### src/rtl/vnode_pkg.sv
// Package vnode_pkg
// Shared constants and the two code-book functions of the compressed message
// format. Assumes a 3-bit code field and a 5-bit magnitude field.
package vnode_pkg;

    localparam int CODE_W  = 3;
    localparam int MAG_W   = 5;
    localparam int MAG_MAX = (1 << MAG_W) - 1;

    // Representative magnitude for each code.
    function automatic logic [MAG_W-1:0] code_to_mag(input logic [CODE_W-1:0] c);
        logic [MAG_W-1:0] m;
        case (c)
            3'd0:    m = 5'd1;
            3'd1:    m = 5'd3;
            3'd2:    m = 5'd5;
            3'd3:    m = 5'd7;
            3'd4:    m = 5'd9;
            3'd5:    m = 5'd13;
            3'd6:    m = 5'd20;
            default: m = 5'd28;
        endcase
        return m;
    endfunction

    // Non-uniform quantiser of a saturated magnitude.
    function automatic logic [CODE_W-1:0] mag_to_code(input logic [MAG_W-1:0] m);
        logic [CODE_W-1:0] c;
        if      (m <= 5'd1)  c = 3'd0;
        else if (m <= 5'd3)  c = 3'd1;
        else if (m <= 5'd5)  c = 3'd2;
        else if (m <= 5'd7)  c = 3'd3;
        else if (m <= 5'd10) c = 3'd4;
        else if (m <= 5'd16) c = 3'd5;
        else if (m <= 5'd24) c = 3'd6;
        else                 c = 3'd7;
        return c;
    endfunction

endpackage

### src/rtl/vnode_expand.sv
// Module vnode_expand
// Turns one sign-magnitude word into a two's-complement operand. If EXPAND is
// set, the magnitude field is a compressed code that is looked up first.
// Otherwise it is a plain magnitude. Assumes ACC_W exceeds the magnitude width.
module vnode_expand
    import vnode_pkg::*;
#(
    parameter int IN_W   = 4,
    parameter int ACC_W  = 9,
    parameter bit EXPAND = 1'b1
) (
    input  logic [IN_W-1:0]         word_in,
    output logic signed [ACC_W-1:0] value_out
);

    logic             neg;
    logic [MAG_W-1:0] mag;
    logic [ACC_W-1:0] mag_wide;

    assign neg = word_in[IN_W-1];

    generate
        if (EXPAND) begin : g_code
            // Code-book lookup of the magnitude.
            assign mag = code_to_mag(word_in[CODE_W-1:0]);
        end else begin : g_plain
            // Raw magnitude field.
            assign mag = word_in[MAG_W-1:0];
        end
    endgenerate

    assign mag_wide = ACC_W'(mag);

    // Apply the sign; a negated zero stays zero.
    always_comb begin
        value_out = neg ? -mag_wide : mag_wide;
    end

endmodule

### src/rtl/vnode_compress.sv
// Module vnode_compress
// Turns one two's-complement result into a 4-bit compressed code: the
// magnitude is saturated, then quantised, and the sign bit marks negative
// values only. Assumes the result fits in ACC_W bits.
module vnode_compress
    import vnode_pkg::*;
#(
    parameter int ACC_W = 9
) (
    input  logic signed [ACC_W-1:0] value_in,
    output logic [CODE_W:0]         code_out
);

    logic             neg;
    logic [ACC_W-1:0] abs_val;
    logic [MAG_W-1:0] sat_mag;

    assign neg = value_in[ACC_W-1];

    // Magnitude of the result.
    always_comb begin
        abs_val = neg ? -value_in : value_in;
    end

    // Clamp to the largest magnitude the 6-bit form can hold.
    always_comb begin
        if (abs_val > ACC_W'(MAG_MAX)) sat_mag = MAG_W'(MAG_MAX);
        else                           sat_mag = abs_val[MAG_W-1:0];
    end

    // Sign plus quantised code; zero is never negative here.
    assign code_out = {neg, mag_to_code(sat_mag)};

endmodule

### src/rtl/vnode_pipe.sv
// Module vnode_pipe
// Degree-DEG variable node processor. Stage 1 registers the expanded operands
// and stage 2 registers the compressed extrinsic outputs and the hard decision.
// Assumes ACC_W is wide enough for the intrinsic value plus DEG
// maximum-magnitude messages with no overflow.
module vnode_pipe
    import vnode_pkg::*;
#(
    parameter int DEG   = 4,
    parameter int LLR_W = 6,
    parameter int ACC_W = 9
) (
    input  logic                     clk,
    input  logic                     rst_n,
    input  logic                     in_valid,
    input  logic [LLR_W-1:0]         chan_llr,
    input  logic [DEG*(CODE_W+1)-1:0] msg_in,
    output logic                     out_valid,
    output logic [DEG*(CODE_W+1)-1:0] msg_out,
    output logic                     hard_bit
);

    localparam int MSG_W = CODE_W + 1;

    logic signed [ACC_W-1:0] chan_tc;
    logic signed [ACC_W-1:0] msg_tc   [DEG];
    logic                    s1_valid;
    logic signed [ACC_W-1:0] s1_chan;
    logic signed [ACC_W-1:0] s1_msg   [DEG];
    logic signed [ACC_W-1:0] total;
    logic signed [ACC_W-1:0] extr     [DEG];
    logic [MSG_W-1:0]        code_nx  [DEG];
    logic [DEG*MSG_W-1:0]    packed_nx;

    // Intrinsic value: plain sign-magnitude to two's complement.
    vnode_expand #(.IN_W(LLR_W), .ACC_W(ACC_W), .EXPAND(1'b0)) u_chan (
        .word_in   (chan_llr),
        .value_out (chan_tc)
    );

    generate
        for (genvar k = 0; k < DEG; k++) begin : g_in
            // Edge message: code-book expansion then two's complement.
            vnode_expand #(.IN_W(MSG_W), .ACC_W(ACC_W), .EXPAND(1'b1)) u_exp (
                .word_in   (msg_in[k*MSG_W +: MSG_W]),
                .value_out (msg_tc[k])
            );
        end
    endgenerate

    // Stage 1: capture expanded operands on an accepted slot.
    always_ff @(posedge clk) begin
        if (!rst_n) begin
            s1_valid <= 1'b0;
            s1_chan  <= '0;
            for (int k = 0; k < DEG; k++) s1_msg[k] <= '0;
        end else begin
            s1_valid <= in_valid;
            if (in_valid) begin
                s1_chan <= chan_tc;
                for (int k = 0; k < DEG; k++) s1_msg[k] <= msg_tc[k];
            end
        end
    end

    // Adder chain: intrinsic plus every edge.
    always_comb begin
        total = s1_chan;
        for (int k = 0; k < DEG; k++) total = total + s1_msg[k];
    end

    generate
        for (genvar k = 0; k < DEG; k++) begin : g_out
            // Extrinsic value of edge k.
            assign extr[k] = total - s1_msg[k];

            vnode_compress #(.ACC_W(ACC_W)) u_cmp (
                .value_in (extr[k]),
                .code_out (code_nx[k])
            );

            assign packed_nx[k*MSG_W +: MSG_W] = code_nx[k];

            // a zero extrinsic is always the positive zero code.
            a_r5_zero_positive: assert property (@(posedge clk) disable iff (!rst_n)
                (extr[k] == '0) |-> (code_nx[k] == '0));
            // results at or past the clamp take the top positive code.
            a_r4_saturate: assert property (@(posedge clk) disable iff (!rst_n)
                (extr[k] >= ACC_W'(MAG_MAX)) |-> (code_nx[k] == {1'b0, {CODE_W{1'b1}}}));
            // negative results keep their sign bit.
            a_r4_sign_kept: assert property (@(posedge clk) disable iff (!rst_n)
                (extr[k] < 0) |-> code_nx[k][CODE_W]);
        end
    endgenerate

    // Stage 2: register compressed outputs and hard decision; hold when idle.
    always_ff @(posedge clk) begin
        if (!rst_n) begin
            out_valid <= 1'b0;
            msg_out   <= '0;
            hard_bit  <= 1'b0;
        end else begin
            out_valid <= s1_valid;
            if (s1_valid) begin
                msg_out  <= packed_nx;
                hard_bit <= total[ACC_W-1];
            end
        end
    end

    // an accepted slot appears at the output two cycles later.
    a_r7_latency: assert property (@(posedge clk) disable iff (!rst_n)
        in_valid |=> ##1 out_valid);
    // an empty slot yields no output valid two cycles later.
    a_r10_idle_slot: assert property (@(posedge clk) disable iff (!rst_n)
        !in_valid |=> ##1 !out_valid);
    // outputs hold while no new result is produced.
    a_r10_hold: assert property (@(posedge clk) disable iff (!rst_n)
        !out_valid |-> ($stable(msg_out) && $stable(hard_bit)));

endmodule

### config.mk
export PLATFORM = sky130hd
export DESIGN_NAME = vnode_pipe
export DESIGN_NICKNAME = d
export VERILOG_FILES = /design/src/rtl/vnode_pkg.sv /design/src/rtl/vnode_expand.sv /design/src/rtl/vnode_compress.sv /design/src/rtl/vnode_pipe.sv
export SDC_FILE = /design/constraint.sdc
export NUM_CORES = 1
export LEC_CHECK = 0
export ABC_AREA = 1
export BUFFER_PORTS_ARGS = -buffer_cell sky130_fd_sc_hd__buf_2
export CAP_MARGIN = 20
export CORE_AREA = 2 2 107 109
export CTS_BUF_LIST = sky130_fd_sc_hd__clkbuf_8 sky130_fd_sc_hd__clkbuf_16
export DETAILED_ROUTE_END_ITERATION = 7
export DIE_AREA = 0 0 109 111
export GPL_TIMING_DRIVEN = 1
export PLACE_DENSITY = 0.86
export SYNTH_ARGS = -nofsm -noshare
export SYNTH_HDL_FRONTEND = slang
export SYNTH_SLANG_ARGS = --single-unit
### constraint.sdc
create_clock -name clk -period 5.9 [get_ports clk]
set_input_delay 0.59 -clock clk [delete_from_list [all_inputs] [get_ports clk]]
set_output_delay 0.59 -clock clk [all_outputs]
set_load 0.02 [all_outputs]
==> metrics.md <==
| Metric | Value |
|---|---|
| Slew @ Worst Pin | `a little over 1 ns` |
| Most used cell, CP | `nand2_1` |
| Ys Warns | `0` |
| Max Clk Rate | `176.9 MHz` |
| Layout cells sized above 1 | `0.1101` |
| R2R setup slack | `between 0.2 and 0.25 ns` |
| Final Hold Viols | `0` |
| R2r worst-path depth | `30` |
| Critical Path AT | `a little under 6 ns` |
| DRC viols | `0` |
| CP max-delay cell | `fa_1` |
| Status | `complete, no violations` |
| Flops & latches, synth | `between 60 and 70` |
| Post-DP HPWL | `approximately 12000 um` |
| Crit-path max FO | `8` |
| Post-synth EDFFs | `36` |
| Initial Utilization | `0.6044` |
| Top cells by area in the synthesized netlist | `edfxtp_1 (16%), nand2_1 (13%), ha_1 (11%)` |
| Clock Sinks | `64` |
| Die area | `between 0.01 and 0.015 mm2` |
| H-tree lvl count | `3` |
| Tmin final | `5.654 ns` |
| Max_cap viols | `0` |
| Starting DRT DRC Count | `440` |
| Area of the mapped netlist | `approximately 0.0067 mm2` |
| Distinct cells, synth | `between 40 and 50` |
| Routed WL per cell | `13.68 um` |
| Vias in the first global route | `5759` |
| Most frequent cell after synthesis | `nand2_1` |
| Crit Path Class | `reg2reg` |
| Clock Path Buffers | `2` |
| Core ar. | `approximately 0.011 mm2` |
| Die width | `roughly 110 um` |
| Skew-Pair Late Insertion Delay | `approximately 0.34 ns` |
| Top_reg_cell synth | `edfxtp_1` |
| Ports | `43` |
| Mapped Avg Cell Area | `roughly 7 um2` |
| Area delta synth->final | `11.46%` |
| Nets | `roughly 1100` |
| DRT Wirelength | `approximately 16000 um` |
| Diode count | `0` |
| CTS tree | `yes` |
| Die Y | `about 110 um` |
| Cells after synthesis | `roughly 960` |
| Final Setup Violations | `0` |
| GRT Resource Usage Total | `0.2686` |
| Initial antenna violation count | `0` |
| Post-synth ARST share | `0` |
| Cell taking the most area after synthesis | `edfxtp_1` |
| CP Capture Type | `flop` |
| Port bufs | `42` |
| Cts hold-fix bufs | `0` |
| Pre-CTS setup slack | `approximately 0.15 ns` |
| Syn nets | `between 1000 and 1500` |
| Slew Viols, Final | `0` |
| Largest stage delay, worst path | `approximately 0.57 ns` |
| Root buf cell | `clkbuf_16` |
| Worst Hold Depth | `2` |
| Fin crit share | `0.9582` |
| DR vias | `between 6000 and 7000` |
| WP data required | `about 6.1 ns` |
| Register area share after synthesis | `0.2452` |
| RePlAce Congestion | `0.9280` |
| Setup ws final | `roughly 0.25 ns` |
| Post-route ant nets | `0` |
| Hold Crit Class | `reg2reg` |
| Worst-path clk slew | `roughly 0.06 ns` |
| Total CTS buffers | `9` |
| Largest net degree at the start of global routing | `46` |
| Core Rows | `39` |
| Share of the synthesized area in the top cell type | `0.1615` |
| Slew margin rel. | `0.3113` |
| DR vias/cell | `about 5.4` |
| Commonest cells post-synth | `nand2_1 (234), inv_1 (189), nor2_1 (61)` |
| GR Overflow Total | `0` |
| Fill count | `929` |
| Final setup skew | `approximately 0.009 ns` |
| First-pass GRT wire length | `~26000 um` |
| DR pass1 iterations | `5` |
| Startpoint types | `flop` |
[placed cells by master (no fill, tap or decap), drive strengths merged, types with 2 or more instances in the layout]
master	instances
buf	48
nor2	64
o22ai	6
nor3	24
o21ai	55
dfxtp	28
o211ai	5
o2111ai	2
nand4	26
fa	28
xnor2	13
nor4	2
or2	2
ha	58
clkbuf	10
and2	2
inv	194
edfxtp	36
xor2	17
nand2	247
o21bai	2
clkinv	3
nand3b	7
a21oi	52
o21a	10
a31oi	2
nand3	58
[repair_timing]
item	in CTS	in global routing
hold endpoints to repair	0	0
gates resized for setup	0	23
buffers inserted	0	4
setup endpoints to repair	0	12
[area by class of cell]
cell class / instances / area [um2] / area share
repair buffers: 48 / 255.2 / 0.03421
clock buffers: 10 / 239.0 / 0.03203
inverters: 193 / 725.7 / 0.09725
well taps: 143 / 178.9 / 0.02398
multi-input cells: 687 / 4368 / 0.5853
clock inverters: 6 / 53.80 / 0.007210
flip-flops and latches: 64 / 1642 / 0.2200
[worst paths after layout]
check	end	start
worst min register to register	msg_out[5]	msg_out[5]
worst max-delay path	msg_out[9]	s1_msg[3][1]
worst max register to register	msg_out[9]	s1_msg[3][1]
worst min-delay path	msg_out[5]	msg_out[5]
[critical path: cells and delay by family (launching register included)]
kind / cells / cell delay, ns
fa+ha+maj: 6 / 2.42
simple gates: 13 / 1.43
compound gates: 4 / 0.60
buf+inv: 6 / 0.49
flops: 1 / 0.40
xor+xnor: 1 / 0.19
[registers in the layout, indices dropped and copies added (netlist names)]
name       cells
out_valid      1
s1_msg        36
hard_bit       1
s1_valid       1
s1_chan        9
msg_out       16
[cell families after synthesis]
| logic type | count (synthesis) | synth area share |
|---|---|---|
| adders and majority gates | 86 | 0.1921 |
| buffers and inverters | 207 | 0.1192 |
| xor gates and xnor gates | 30 | 0.04149 |
| AOI/OAI and AO/OA | 139 | 0.1166 |
| and+or+nand+nor | 432 | 0.2854 |
| DFF | 64 | 0.2452 |
[metal layers]
metal	wire, um	GRT usage	up-vias	part of all wire
li1	-	-	3185	-
met3	879	0.04997	40	0.056
met5	0	0	-	0
met1	6991	0.3560	2801	0.44
met4	464	0.09658	0	0.029
met2	7412	0.4352	192	0.47
[stage by stage]
stage	hold WS, ns	instance area, um2	util	TNS (ns)	std cells
2_1_floorplan	0.4611	6695	-	0	958
6_report	0.4690	7462	0.6737	0	1151
3_3_place_gp	0.4511	7027	0.6344	0	1131
4_1_cts	0.4669	7320	0.6608	0	1147
3_5_place_dp	0.4589	7027	0.6344	0	1131
5_1_grt	0.4826	7462	0.6737	-0.3112	1151
Power is left out: the tool's default activity adds up to more than one toggle a clock period on the data nets, which glitch-free logic cannot reach.
